$ cat config.mk
export PLATFORM = sky130hd
export DESIGN_NAME = pm_irq_wake_agg
export DESIGN_NICKNAME = d
export VERILOG_FILES = /design/src/rtl/pm_irq_pkg.sv /design/src/rtl/pm_rst_sync.sv /design/src/rtl/pm_irq_status_bank.sv /design/src/rtl/pm_irq_enable_reg.sv /design/src/rtl/pm_irq_gate.sv /design/src/rtl/pm_irq_wake_agg.sv
export SDC_FILE = /design/constraint.sdc
export NUM_CORES = 1
export LEC_CHECK = 0
export BUFFER_PORTS_ARGS = -buffer_cell sky130_fd_sc_hd__buf_2
export CAP_MARGIN = 10
export CORE_AREA = 2 2 39 41
export CTS_BUF_LIST = sky130_fd_sc_hd__clkbuf_8
export CTS_CLUSTER_DIAMETER = 50
export DETAILED_ROUTE_END_ITERATION = 8
export DIE_AREA = 0 0 41 43
export PLACE_DENSITY = 0.61
export SYNTH_ARGS = -nofsm -noshare
export SYNTH_HDL_FRONTEND = slang
export SYNTH_SLANG_ARGS = --single-unit
$ cat constraint.sdc
create_clock -name clk -period 3.1 [get_ports clk]
set_clock_uncertainty 0.15 [all_clocks]
set_input_delay 0.155 -clock clk [delete_from_list [all_inputs] [get_ports clk]]
set_output_delay 0.155 -clock clk [all_outputs]
set_load 0.01 [all_outputs]
$ cat src/rtl/pm_irq_pkg.sv
package pm_irq_pkg;
  localparam int NSRC = 3;
  localparam int SRC_PERIPH = 0;
  localparam int SRC_FWAKE  = 1;
  localparam int SRC_RECAL  = 2;
  localparam int ADDR_ENABLE = 0;
  localparam int ADDR_STATUS = 1;
  typedef logic [NSRC-1:0] src_vec_t;
endpackage

$ cat src/rtl/pm_rst_sync.sv
module pm_rst_sync #(
  parameter int STAGES = 2
) (
  input  logic clk,
  input  logic rst_n,
  output logic rst_sync_n
);
  logic [STAGES-1:0] chain_q;

  always_ff @(posedge clk or negedge rst_n) begin
    if (!rst_n) chain_q <= '0;
    else        chain_q <= {chain_q[STAGES-2:0], 1'b1};
  end

  assign rst_sync_n = chain_q[STAGES-1];
endmodule

$ cat src/rtl/pm_irq_status_bank.sv
module pm_irq_status_bank
  import pm_irq_pkg::*;
(
  input  logic     clk,
  input  logic     rst_n,
  input  src_vec_t set_i,
  input  logic     clr_wr_i,
  input  src_vec_t clr_mask_i,
  output src_vec_t status_o
);
  src_vec_t status_q, status_d;
  logic     upd_en;

  for (genvar i = 0; i < NSRC; i++) begin : g_bit
    always_comb begin
      status_d[i] = status_q[i];
      if (clr_wr_i && clr_mask_i[i]) status_d[i] = 1'b0;
      if (set_i[i])                  status_d[i] = 1'b1;
    end
  end

  assign upd_en = clr_wr_i || (|set_i);

  always_ff @(posedge clk or negedge rst_n) begin
    if (!rst_n)      status_q <= '0;
    else if (upd_en) status_q <= status_d;
  end

  assign status_o = status_q;
endmodule

$ cat src/rtl/pm_irq_enable_reg.sv
module pm_irq_enable_reg
  import pm_irq_pkg::*;
(
  input  logic     clk,
  input  logic     rst_n,
  input  logic     wr_i,
  input  src_vec_t data_i,
  output src_vec_t enable_o
);
  src_vec_t enable_q;

  always_ff @(posedge clk or negedge rst_n) begin
    if (!rst_n)    enable_q <= '0;
    else if (wr_i) enable_q <= data_i;
  end

  assign enable_o = enable_q;
endmodule

$ cat src/rtl/pm_irq_gate.sv
module pm_irq_gate
  import pm_irq_pkg::*;
(
  input  src_vec_t status_i,
  input  src_vec_t enable_i,
  input  logic     idle_i,
  output logic     irq_o,
  output logic     wake_o
);
  src_vec_t pending;

  always_comb begin
    pending = status_i & enable_i;
    irq_o   = |pending;
    wake_o  = irq_o && idle_i;
  end
endmodule

$ cat src/rtl/pm_irq_wake_agg.sv
module pm_irq_wake_agg
  import pm_irq_pkg::*;
#(
  parameter int DATA_W = 8,
  parameter int ADDR_W = 2
) (
  input  logic              clk,
  input  logic              rst_n,
  input  logic              reg_wr,
  input  logic [ADDR_W-1:0] reg_addr,
  input  logic [DATA_W-1:0] reg_wdata,
  output logic [DATA_W-1:0] reg_rdata,
  input  logic              ev_periph_wake,
  input  logic              ev_force_wake_done,
  input  logic              ev_pll_recal,
  input  logic              dom_idle,
  output logic              irq,
  output logic              wake_req
);
  localparam int PAD_W = DATA_W - NSRC;

  logic     rst_sync_n;
  logic     sel_en, sel_st;
  src_vec_t ev_vec;
  src_vec_t enable_q;
  src_vec_t status_q;
  src_vec_t rd_vec;

  pm_rst_sync #(.STAGES(2)) u_rst (
    .clk        (clk),
    .rst_n      (rst_n),
    .rst_sync_n (rst_sync_n)
  );

  always_comb begin
    sel_en = (reg_addr == ADDR_W'(ADDR_ENABLE));
    sel_st = (reg_addr == ADDR_W'(ADDR_STATUS));
    ev_vec = '0;
    ev_vec[SRC_PERIPH] = ev_periph_wake;
    ev_vec[SRC_FWAKE]  = ev_force_wake_done;
    ev_vec[SRC_RECAL]  = ev_pll_recal;
  end

  pm_irq_enable_reg u_en (
    .clk      (clk),
    .rst_n    (rst_sync_n),
    .wr_i     (reg_wr && sel_en),
    .data_i   (reg_wdata[NSRC-1:0]),
    .enable_o (enable_q)
  );

  pm_irq_status_bank u_st (
    .clk        (clk),
    .rst_n      (rst_sync_n),
    .set_i      (ev_vec),
    .clr_wr_i   (reg_wr && sel_st),
    .clr_mask_i (reg_wdata[NSRC-1:0]),
    .status_o   (status_q)
  );

  pm_irq_gate u_gate (
    .status_i (status_q),
    .enable_i (enable_q),
    .idle_i   (dom_idle),
    .irq_o    (irq),
    .wake_o   (wake_req)
  );

  always_comb begin
    rd_vec = '0;
    if (sel_en) rd_vec = enable_q;
    if (sel_st) rd_vec = status_q;
  end

  if (PAD_W > 0) begin : g_pad
    assign reg_rdata = {{PAD_W{1'b0}}, rd_vec};
  end else begin : g_nopad
    assign reg_rdata = rd_vec;
  end
endmodule

==> summary.md <==
| Metric | Value |
|---|---|
| CTS Buf Count | 3 |
| Drt pass-1 iters | 7 |
| Initial DRC Count | 4 |
| Drt drc | 0 |
| IO Port Bufs | 16 |
| Vias per cell | 4.48 |
| Reg2reg end | u_st.status_o[2]$_DFFE_PN0P_ |
| Final period util | 0.500 |
| Largest net degree at the start of global routing | 8 |
| Unique masters post-synth | 13 |
| Hold WC Path Type | input pin to flop |
| WP data required | 2790 ps |
| Power per standard cell area | 508 mW/mm2 |
| Worst-Skew Late Latency | 220 ps |
| Sequential area share after synthesis | 0.478 |
| Die Area | 0.00176 mm2 |
| CTS tree | done |
| Fin area | 577 um2 |
| Highest-count cells in the layout ignoring fill and taps | buf_2 (16), dfrtp_1 (8), conb_1 (6) |
| GPL Wtd Cong | 0.667 |
| Clock Path Buffers | 2 |
| Fin cells | 73 |
| Reg2reg setup slack | 2130 ps |
| Setup-failing EPs final | 0 |
| Post-Syn Area | 419 um2 |
| Commonest non-fill, non-tap cell in the layout | buf_2 |
| IR drop worst, VDD | 0.238 mV |
| Ports | 27 |
| Final WS setup | 1550 ps |
| DR WL/cell | 9.42 um |
| Critical Path AT | 1250 ps |
| Status | complete, no violations |
| Vias in the first global route | 314 |
| Critical-path cell list | a222oi_1, nor2b_1, buf_2 |
| Hold path depth | 2 |
| Clk slew on worst S/H paths | 40 ps |
| CP startpoint | u_en.enable_o[0]$_DFFE_PN0P_ |
| First-pass GRT wire length | 1.21 mm |
| Antenna violations before repair | 0 |
| Die H | 43 um |
| FMAX | 645 MHz |
| Post-DRT Antenna Nets | 0 |
| Max cap viols | 0 |
| Final hold violation count | 0 |
| Register area | 200 um2 |
| Slowest stage delay, CP | 420 ps |
| Antenna cells | 0 |
| H-Tree Depth | 1 |
| Final Max Tran Viols | 0 |
| Critical path capture point type | primary output |
| Gr usage total | 0.108 |
| Syn Area/Cell | 12.0 um2 |
| Synth Register Bits | 8 |
| Final wirelength | 688 um |
| Post-Syn Instances | 35 |
| Fillers | 152 |
| Resized Gates After CTS | 0 |
| Layout cells sized above 1 | 0.404 |
| Yosys warns | 0 |
| Slowest stage cell, crit path | a222oi_1 |
| Starting density of the core | 0.303 |
| Min Clock Period, post-route | 1550 ps |
| Multi-input gate area | 181 um2 |
| CTS Sinks | 8 |
| P_leak | 0.270 nW |
| Reg2reg start | u_rst.chain_q[1]$_DFF_PN0_ |
| Area growth syn-to-layout | 37.6% |
| Die Span X | 41 um |
| Placed cells | 65 |
| R2R depth | 1 |
| Placement-stage cell area | 485 um2 |
| Hold Buf Count CTS | 5 |
| GR Overflow Total | 0 |
| CTS Root Buffer Type | clkbuf_8 |
| CORE AREA | 0.00138 mm2 |
| Layout Nets | 76 |
| Sum of negative setup slack | 0 ps |
| Via Count | 327 |
| Detailed placement HPWL | 575 um |
| FP Rows | 14 |
| Postcts setup bufs | 0 |
| Crit path to | wake_req |
| RSZ-0062 raised after global routing | no |
| Critical path peak fanout | 3 |
| Crit start category | flop |
| Place WS | 1770 ps |
| Worst setup path category | flop to primary output |
where the power goes:
group	leakage (nW)	internal (mW)	switching (mW)	total (mW)
clock	0.0216	0.0834	0.0335	0.117
sequential	0.0862	0.115	0.00669	0.122
combinational	0.163	0.0291	0.0251	0.0542
total	0.270	0.228	0.0653	0.293
registers in the layout, indices dropped and copies added, names as in the netlist:
signal / count
u_st.status_o: 3
u_rst.chain_q: 2
u_en.enable_o: 3
routing by layer:
| layer | vias to the layer above | global-route usage | share of wire |
|---|---|---|---|
| met3 | 2 | 0.0314 | 0.076 |
| met4 | 0 | 0.120 | 0.012 |
| met1 | 155 | 0.121 | 0.37 |
| met5 | - | 0 | 0 |
| met2 | 14 | 0.144 | 0.55 |
| li1 | 156 | - | - |
worst max-delay path, delay by kind of cell (launching register included):
kind / cells / cell delay (ps)
AO/OA/AOI/OAI: 1 / 420
buffers and inverters: 1 / 150
flip-flops: 1 / 380
AND/OR/NAND/NOR: 1 / 80
cell usage after synthesis, drive strengths merged:
cell | n | share of area
mux2 | 3 | 0.081
dfrtp | 8 | 0.48
mux2i | 3 | 0.072
nor3b | 1 | 0.045
nor2b | 1 | 0.015
inv | 1 | 0.0089
a222oi | 1 | 0.024
nand4b | 3 | 0.063
buf | 6 | 0.12
a21o | 3 | 0.054
nor2 | 3 | 0.027
conb | 2 | 0.018
how the worst min path moves through the flow:
stage,startpoint,end,slack (ps)
final,reg_wdata[2],u_en.enable_o[2]$_DFFE_PN0P_,40
after global routing,reg_wdata[0],u_en.enable_o[0]$_DFFE_PN0P_,50
after CTS,reg_wdata[2],u_en.enable_o[2]$_DFFE_PN0P_,40
after detailed placement,rst_n,u_rst.chain_q[1]$_DFF_PN0_,-210
after global placement,rst_n,u_rst.chain_q[0]$_DFF_PN0_,-210
after floorplan,rst_n,u_rst.chain_q[0]$_DFF_PN0_,-290
final cells by class:
class / instances / share of cell area
clock buffers: 3 / 0.0716
inverters: 1 / 0.00651
multi-input cells: 24 / 0.315
flip-flops and latches: 8 / 0.347
well taps: 16 / 0.0347
repair buffers: 21 / 0.226
kinds of logic after synthesis:
| kind of cell | after synthesis | synth area share |
|---|---|---|
| compound gates | 4 | 0.0776 |
| flops | 8 | 0.478 |
| other cells | 2 | 0.0179 |
| mux | 6 | 0.152 |
| buf+inv | 7 | 0.125 |
| simple gates | 8 | 0.149 |
metrics by stage:
stage	hold slack, ps	util	power [mW]
after floorplan	-291	-	0.158
after global placement	-210	0.351	0.172
after detailed placement	-208	0.351	0.174
after CTS	37.0	0.417	0.298
after global routing	45.7	0.417	0.311
final	41.1	0.417	0.293
(Power assumes the default switching activity.)
